<file path="src/rtl/sqw_pkg.sv">
package sqw_pkg;

    localparam int unsigned SQW_UNIT_W = 16;
    localparam int unsigned SQW_BYTE_W = SQW_UNIT_W / 2;
    localparam int unsigned SQW_MIN_UNITS = 2;

    typedef logic [SQW_UNIT_W-1:0] sqw_units_t;

    typedef enum logic [1:0] {
        PH_OFF  = 2'd0,
        PH_HIGH = 2'd1,
        PH_LOW  = 2'd2
    } sqw_phase_e;

    typedef struct packed {
        sqw_units_t hi;
        sqw_units_t lo;
    } sqw_timing_t;

    typedef struct packed {
        sqw_phase_e phase;
        sqw_units_t rem;
        logic       wave;
    } sqw_state_t;

    localparam sqw_state_t SQW_IDLE = '{phase: PH_OFF, rem: '0, wave: 1'b0};

    function automatic sqw_units_t sqw_clamp(input sqw_units_t v);
        if (v < sqw_units_t'(SQW_MIN_UNITS))
            return sqw_units_t'(SQW_MIN_UNITS);
        return v;
    endfunction

endpackage

</file>
<file path="src/rtl/sqw_tick_gen.sv">
module sqw_tick_gen #(
    parameter int unsigned TICK_DIV = 12500
) (
    input  logic clk,
    input  logic rst,
    input  logic run,
    output logic tick
);
    localparam int unsigned CNT_W = (TICK_DIV > 2) ? $clog2(TICK_DIV) : 1;
    localparam logic [CNT_W-1:0] LAST = CNT_W'(TICK_DIV - 1);

    logic [CNT_W-1:0] cnt_q;

    always_ff @(posedge clk) begin
        if (rst || !run)
            cnt_q <= '0;
        else if (cnt_q == LAST)
            cnt_q <= '0;
        else
            cnt_q <= cnt_q + 1'b1;
    end

    assign tick = run && (cnt_q == LAST);

    // a tick never repeats on the next cycle (TICK_DIV is at least 2)
    p_tick_gap_r8: assert property (@(posedge clk) disable iff (rst)
        tick |=> !tick);

    // the divider never leaves its range
    p_cnt_range_r8: assert property (@(posedge clk) disable iff (rst)
        cnt_q <= LAST);

    // a stop clears any partial unit
    p_stop_clears_r7: assert property (@(posedge clk) disable iff (rst)
        !run |=> (cnt_q == '0));

endmodule

</file>
<file path="src/rtl/sqw_phase_ctl.sv">
module sqw_phase_ctl
    import sqw_pkg::*;
(
    input  logic        clk,
    input  logic        rst,
    input  logic        enable,
    input  logic        tick,
    input  sqw_timing_t timing,
    output logic        active,
    output logic        wave
);
    sqw_state_t st_q;
    sqw_state_t st_d;

    always_comb begin
        st_d = st_q;
        if (!enable) begin
            st_d = SQW_IDLE;
        end else begin
            unique case (st_q.phase)
                PH_OFF: begin
                    st_d.phase = PH_HIGH;
                    st_d.rem   = sqw_clamp(timing.hi);
                    st_d.wave  = 1'b1;
                end
                PH_HIGH: begin
                    if (tick) begin
                        if (st_q.rem <= sqw_units_t'(1)) begin
                            st_d.phase = PH_LOW;
                            st_d.rem   = sqw_clamp(timing.lo);
                            st_d.wave  = 1'b0;
                        end else begin
                            st_d.rem = st_q.rem - 1'b1;
                        end
                    end
                end
                PH_LOW: begin
                    if (tick) begin
                        if (st_q.rem <= sqw_units_t'(1)) begin
                            st_d.phase = PH_HIGH;
                            st_d.rem   = sqw_clamp(timing.hi);
                            st_d.wave  = 1'b1;
                        end else begin
                            st_d.rem = st_q.rem - 1'b1;
                        end
                    end
                end
                default: st_d = SQW_IDLE;
            endcase
        end
    end

    always_ff @(posedge clk) begin
        if (rst)
            st_q <= SQW_IDLE;
        else
            st_q <= st_d;
    end

    assign active = (st_q.phase != PH_OFF);
    assign wave   = st_q.wave;

    // disabled means a low line on the next cycle
    p_idle_low_r1: assert property (@(posedge clk) disable iff (rst)
        !enable |=> !wave);

    // enabling from idle starts a high phase
    p_start_high_r2: assert property (@(posedge clk) disable iff (rst)
        (enable && st_q.phase == PH_OFF) |=> (wave && st_q.phase == PH_HIGH));

    // the line only moves on a unit tick while running
    p_hold_between_ticks_r6: assert property (@(posedge clk) disable iff (rst)
        (enable && active && !tick) |=> $stable(wave));

    // a running phase always has units left, because loads are clamped
    p_rem_nonzero_r5: assert property (@(posedge clk) disable iff (rst)
        active |-> (st_q.rem != '0));

endmodule

</file>
<file path="src/rtl/sqw_pulser.sv">
module sqw_pulser
    import sqw_pkg::*;
#(
    parameter int unsigned TICK_DIV = 12500
) (
    input  logic                  clk,
    input  logic                  rst,
    input  logic [7:0]            ctrl,
    input  logic [SQW_BYTE_W-1:0] hi_msb,
    input  logic [SQW_BYTE_W-1:0] hi_lsb,
    input  logic [SQW_BYTE_W-1:0] lo_msb,
    input  logic [SQW_BYTE_W-1:0] lo_lsb,
    output logic                  wave_out
);
    sqw_timing_t timing;
    logic        enable;
    logic        active;
    logic        tick;

    assign enable    = ctrl[0];
    assign timing.hi = {hi_msb, hi_lsb};
    assign timing.lo = {lo_msb, lo_lsb};

    sqw_tick_gen #(
        .TICK_DIV(TICK_DIV)
    ) u_tick (
        .clk  (clk),
        .rst  (rst),
        .run  (enable && active),
        .tick (tick)
    );

    sqw_phase_ctl u_ctl (
        .clk    (clk),
        .rst    (rst),
        .enable (enable),
        .tick   (tick),
        .timing (timing),
        .active (active),
        .wave   (wave_out)
    );

    initial begin
        if (TICK_DIV < 2)
            $error("sqw_pulser: TICK_DIV must be at least 2");
    end

endmodule

</file>
<file path="config.mk">
export PLATFORM = sky130hd
export DESIGN_NAME = sqw_pulser
export DESIGN_NICKNAME = d
export VERILOG_FILES = /design/src/rtl/sqw_pkg.sv /design/src/rtl/sqw_tick_gen.sv /design/src/rtl/sqw_phase_ctl.sv /design/src/rtl/sqw_pulser.sv
export SDC_FILE = /design/constraint.sdc
export NUM_CORES = 1
export LEC_CHECK = 0
export CAP_MARGIN = 20
export CORE_UTILIZATION = 30
export CTS_CLUSTER_DIAMETER = 80
export CTS_CLUSTER_SIZE = 40
export DETAILED_ROUTE_END_ITERATION = 7
export DONT_BUFFER_PORTS = 1
export MAX_ROUTING_LAYER = met4
export PLACE_DENSITY = 0.55
export SETUP_SLACK_MARGIN = 0.4
export SYNTH_ARGS = -nofsm -noshare
export SYNTH_HDL_FRONTEND = slang
export SYNTH_SLANG_ARGS = --single-unit
</file>
<file path="constraint.sdc">
create_clock -name clk -period 4.5 [get_ports clk]
set_input_delay 0.45 -clock clk [delete_from_list [all_inputs] [get_ports clk]]
set_output_delay 0.45 -clock clk [all_outputs]
set_load 0.01 [all_outputs]
</file>
# Yosys cells after proc, flatten, opt, wreduce, memory -nomap -nowiden
# Index checks and enable logic that the tools add are counted.
# totals
register_bits,33
in_bits,42
wordCells,53
# op_classes
add_sub_neg,2
order_cmp,3
eq_ne,7
muxes,26
n_bitwise,1
reduce_logical,10
# op_table
cell,n
16-bit 2-to-1 mux,7
19-bit one-hot mux with 3 select lines,1
19-bit 2-to-1 mux,2
16-bit by 2-bit less-than comparator with 1-bit output (second input constant),2
16-bit by 1-bit <= comparator with 1-bit output (second input constant),1
16-bit by 1-bit subtractor with 16-bit output (second input constant),1
14-bit by 1-bit adder with 14-bit output (second input constant),1
14-bit equality test (second input constant),1
1-bit 2-to-1 mux,14
2-bit 2-to-1 mux,2
2-bit by 1-bit inequality test with 1-bit output (second input constant),2
2-bit inequality test (second input constant),2
4-bit AND reduction,1
2-bit OR reduction,2
2-bit by 1-bit equality test with 1-bit output (second input constant),1
2-bit equality test (second input constant),1
1-bit logical AND,2
2-bit logical NOT,1
2-bit AND reduction,1
2-bit nonzero test,1
1-bit logical NOT,1
1-bit logical OR,1
1-bit inverter,1

# Longest topological paths before layout
# depth
ltp_word,10
mapped_depth,9

# Hierarchy
# Synthesis repeated with hierarchy kept, for this count alone.
# hier_totals
hier_cells,310
area_unflattened_um2,2299.7
# by_module_without_submodules
module,n_inst,cells_each,area_each_um2
sqw_phase_ctl,1,239,1661.6
sqw_tick_gen,1,70,631.9
sqw_pulser,1,1,6.3

# Worst setup path before layout
# Ideal clock, no wire load.
# synth_path
path_type,reg-to-reg
start,register u_ctl.st_q[5] (netlist name)
end,register u_ctl.st_q[3] (netlist name)
setup_time_ps,117
arrival_ps,1993
t_required_ps,4383
path_slack_ps,2390
stages_incl_launch_ff,8
path_buffers,1
period_less_slack_ps,2110
cell_sequence,dfxtp_1 clkbuf_2 nor4_4 o2111ai_2 o21ai_0 mux2i_1 o32ai_1 a32o_1
# synth_via
elab_chain_len,4
word_cells_on_any_way,6
# synth_rtl
element,line_no,rtl
"start, declared",sqw_phase_ctl.sv:12,sqw_state_t st_q;
"start signal, assigned",sqw_phase_ctl.sv:57,st_q <= st_d;
16-bit by 1-bit <= comparator with 1-bit output (*),"sqw_phase_ctl.sv:28, sqw_phase_ctl.sv:39",
"16-bit 2-to-1 mux, on equally long branches","sqw_phase_ctl.sv:39, sqw_phase_ctl.sv:28",
"19-bit 2-to-1 mux, on equally long branches","sqw_phase_ctl.sv:38, sqw_phase_ctl.sv:27",
19-bit one-hot mux with 3 select lines (*),sqw_phase_ctl.sv:20,unique case (st_q.phase)
# Every way passes the cells marked *; elsewhere a longest branch is shown, timed or not. The select of a mux whose other input is x is not followed.
# A chain may end at the register's enable or synchronous reset.

# Worst setup path after layout
# layout_path
start,register u_ctl.st_q[18] (netlist name)
end,register u_ctl.st_q[8] (netlist name)
# layout_via
elab_chain_len,5
word_cells_on_any_way,10
# layout_rtl
element,line_no,rtl
2-bit nonzero test,sqw_phase_ctl.sv:60,assign active = (st_q.phase != PH_OFF);
1-bit logical AND,sqw_pulser.sv:29,".run (enable && active),"
1-bit logical AND,sqw_tick_gen.sv:23,assign tick = run && (cnt_q == LAST);
2-bit inequality test (no source line),-,
2-bit AND reduction (no source line),-,
# Several ways; a longest one is shown, not always the timed one.

==> results.sh <==
export IMPL_arrival_ns=3.10
export IMPL_final_max_slew_viol_count=0
export IMPL_fin_crit_ns=2.904
export IMPL_finalHoldViolations=0
export IMPL_yosysMostFrequentCell="nor2_1"
export IMPL_clk_latency_ns=0.29
export IMPL_routed_via_density=6.034
export IMPL_syn_nets=330
export IMPL_cts_setup_buffers=0
export IMPL_tritoncts="yes"
export IMPL_synth_ff_latch_count=32
export IMPL_cts_root_buf="clkbuf_8"
export IMPL_firstDrtPassIters=5
export IMPL_netlist_instances=285
export IMPL_ys_seq_area_frac=0.2932
export IMPL_path_cells="nor2b_1 -> nor2_1 -> a21oi_1 -> buf_4 -> a21oi_1 -> a311oi_1"
export IMPL_crit_fanout=14
export IMPL_netlist_top_cells_count="nor2_1 (39), dfxtp_1 (32), nand2_1 (30)"
export IMPL_grt_pass1_wl_mm=11.12
export IMPL_routedWlPerCell_um=18.45
export IMPL_grt_remaining_overflow=0
export IMPL_die_y_um=87.34
export IMPL_synth_edf_count=0
export IMPL_fill_cells=741
export IMPL_yosysTopAreaCell="dfxtp_1"
export IMPL_place_worst_setup_slack_ns=1.762
export IMPL_synth_distinct_cells=57
export IMPL_synth_area_um2=2185
export IMPL_first_iter_violations=286
export IMPL_syn_area_per_cell_um2=7.665
export IMPL_synth_top_cell_area_share=0.2932
export IMPL_wl_mm=6.991
export IMPL_grt_util_all_layers=0.1986
export IMPL_hold_class="in -> reg"
export IMPL_rsz0062_at_grt="false"
export IMPL_whs_ns=0.3424
export IMPL_async_flop_share=0
export IMPL_crit_family="compound AO/OA/AOI/OAI gates"
export IMPL_slowest_delay_ns=0.63
export IMPL_cpMostUsedCell="a21oi_1"
export IMPL_register_area_um2=640.6
export IMPL_finalSetupViolations=0
export IMPL_vias=2287
export IMPL_required_ns=4.69
export IMPL_start_util=0.3163
export IMPL_core_area_um2=6907
export IMPL_area_growth_pct=7.503
export IMPL_finalClockSkew_ns=0.006565
export IMPL_powerDensity_nw_per_um2=312.5
export IMPL_slew_headroom=0.3105
export IMPL_postRouteAntennaNets=0
export IMPL_numPortBuffers=0
export IMPL_die_w_um=87.34
export IMPL_fin_crit_sh=0.6454
export IMPL_outcome="completed"
export IMPL_cp_start_kind="flop"
export IMPL_hpwl_mm=5.062
export IMPL_cts_num_sinks=32
export IMPL_worst_path_buf_inv=1
export IMPL_fin_util=0.3400
export IMPL_maxCapViolCount=0
export IMPL_cts_buffers=5
export IMPL_hold_buffers=0
export IMPL_crit_path_top_delay_cell="dfxtp_1"
export IMPL_yosysWarnings=0
export IMPL_ir_drop_mv=0.1090
export IMPL_grt_antenna_before_repair=0
export IMPL_h_tree_depth=2
export IMPL_multiInputGateArea_um2=1458
export IMPL_post_route_cells_drive_above_1_share=0.05654
export IMPL_grt_max_degree=25
export IMPL_clock_path_buffers=2
export IMPL_fmax_mhz=344.3
export IMPL_synthFlopType="dfxtp_1"
export IMPL_dieArea_um2=7627
export IMPL_routabilityCongestion=0.9916
export IMPL_criticalPathCategory="reg -> reg"
export IMPL_fin_tns_setup_ns=0
export IMPL_path_clk_slew_ns=0.08
export IMPL_fin_ws_ns=1.596
export IMPL_rows=30
export IMPL_grt_pass1_vias=2097
export IMPL_diodes=0
export IMPL_nNetsFinal=327
export IMPL_pin_count=43
export IMPL_synth_area_leaders="dfxtp_1 (29%), nor2_1 (6.7%), nand2_1 (5.2%), xor2_1 (4.8%), nor4_1 (2.9%)"
export IMPL_post_cts_resized=0
export IMPL_worst_pin_slew_ns=1.032
export IMPL_leakage_nw=0.8270
export IMPL_drc=0
export IMPL_end_kind="flop"
## path summary, 6_finish.rpt
path,from,to,slack (ns),depth (start not counted)
worst max register to register,u_ctl.st_q[18]$_SDFFE_PP0P_,u_ctl.st_q[8]$_SDFFE_PP0P_,1.60,6
worst min register to register,u_tick.cnt_q[0]$_SDFF_PP0_,u_tick.cnt_q[0]$_SDFF_PP0_,0.46,1
worst min-delay path,hi_lsb[7],u_ctl.st_q[8]$_SDFFE_PP0P_,0.34,2
worst max-delay path,u_ctl.st_q[18]$_SDFFE_PP0P_,u_ctl.st_q[8]$_SDFFE_PP0P_,1.60,6
## layer usage
metal | global-route usage | up-vias | wire [µm]
met3 | 0.06256 | 14 | 722
met4 | 0.06855 | 0 | 147
met2 | 0.2869 | 116 | 3037
met5 | - | - | 0
li1 | - | 1073 | -
met1 | 0.2596 | 1084 | 3083
## metrics by stage
stage	area [µm²]	instances	power [W]
finish	2349	379	0.0007338
global route	2349	379	0.0007703
CTS	2349	379	0.0007336
detailed placement	2256	371	0.0004930
global placement	2256	371	0.0004929
floorplan	2185	285	0.0004592
## flip-flops by register name (all words and copies together) (netlist names)
register	cells
u_tick.cnt_q	14
u_ctl.st_q	18
## cell usage in the layout (no fill, tap or decap), types with 2 or more instances in the layout
cell type | synthesis | final
o32ai_1 | 4 | 4
a22oi_1 | 4 | 4
clkinv_2 | 0 | 2
a211oi_1 | 3 | 3
o211ai_1 | 3 | 3
and4b_1 | 2 | 2
o22ai_1 | 6 | 6
or4_1 | 2 | 2
nand4_1 | 9 | 9
dfxtp_1 | 32 | 32
xor2_1 | 12 | 12
a221oi_1 | 4 | 4
nand3_1 | 9 | 9
inv_1 | 6 | 6
nand2b_1 | 3 | 3
and2_1 | 3 | 3
buf_4 | 0 | 2
nor2_1 | 39 | 39
and3_1 | 5 | 5
nor3_1 | 10 | 10
mux2i_1 | 2 | 2
a32o_1 | 6 | 6
clkbuf_8 | 0 | 6
xnor2_1 | 6 | 6
nor4_1 | 10 | 10
a31oi_1 | 6 | 6
ha_1 | 3 | 3
and4_1 | 2 | 2
or3_1 | 3 | 3
a21oi_1 | 11 | 11
nand2_1 | 30 | 30
nor2b_1 | 4 | 4
o21ai_0 | 12 | 12
## logic make-up (layout without fill, tap and decap cells)
family / Yosys count / after routing / share of synthesized area
buffers and inverters: 18 / 16 / 0.03952
multiplexers: 2 / 2 / 0.009164
flip-flops: 32 / 32 / 0.2932
AO/OA/AOI/OAI: 73 / 73 / 0.2406
XOR/XNOR: 18 / 18 / 0.07216
AND/OR/NAND/NOR: 139 / 139 / 0.3282
adder cells (fa/ha/maj): 3 / 3 / 0.01718
## area by class of cell
cell class	instances	area share
flip-flops and latches	32	0.2728
clock inverters	2	0.004262
well taps	96	0.05115
repair buffers	2	0.006393
multi-input cells	235	0.6207
inverters	6	0.009590
clock buffers	6	0.03516
## report_power, final
group	switching, W	internal (W)
Clock	0.000120	0.000122
Combinational	0.000116	0.0000658
Sequential	0.0000170	0.000293
## worst register-to-register path, cell delays in order (launching register included)
cell      delay [ns]
dfxtp_1         0.63
nor2b_1         0.62
nor2_1          0.26
a21oi_1         0.61
buf_4           0.33
a21oi_1         0.09
a311oi_1        0.26
(Power assumes the default switching activity.)
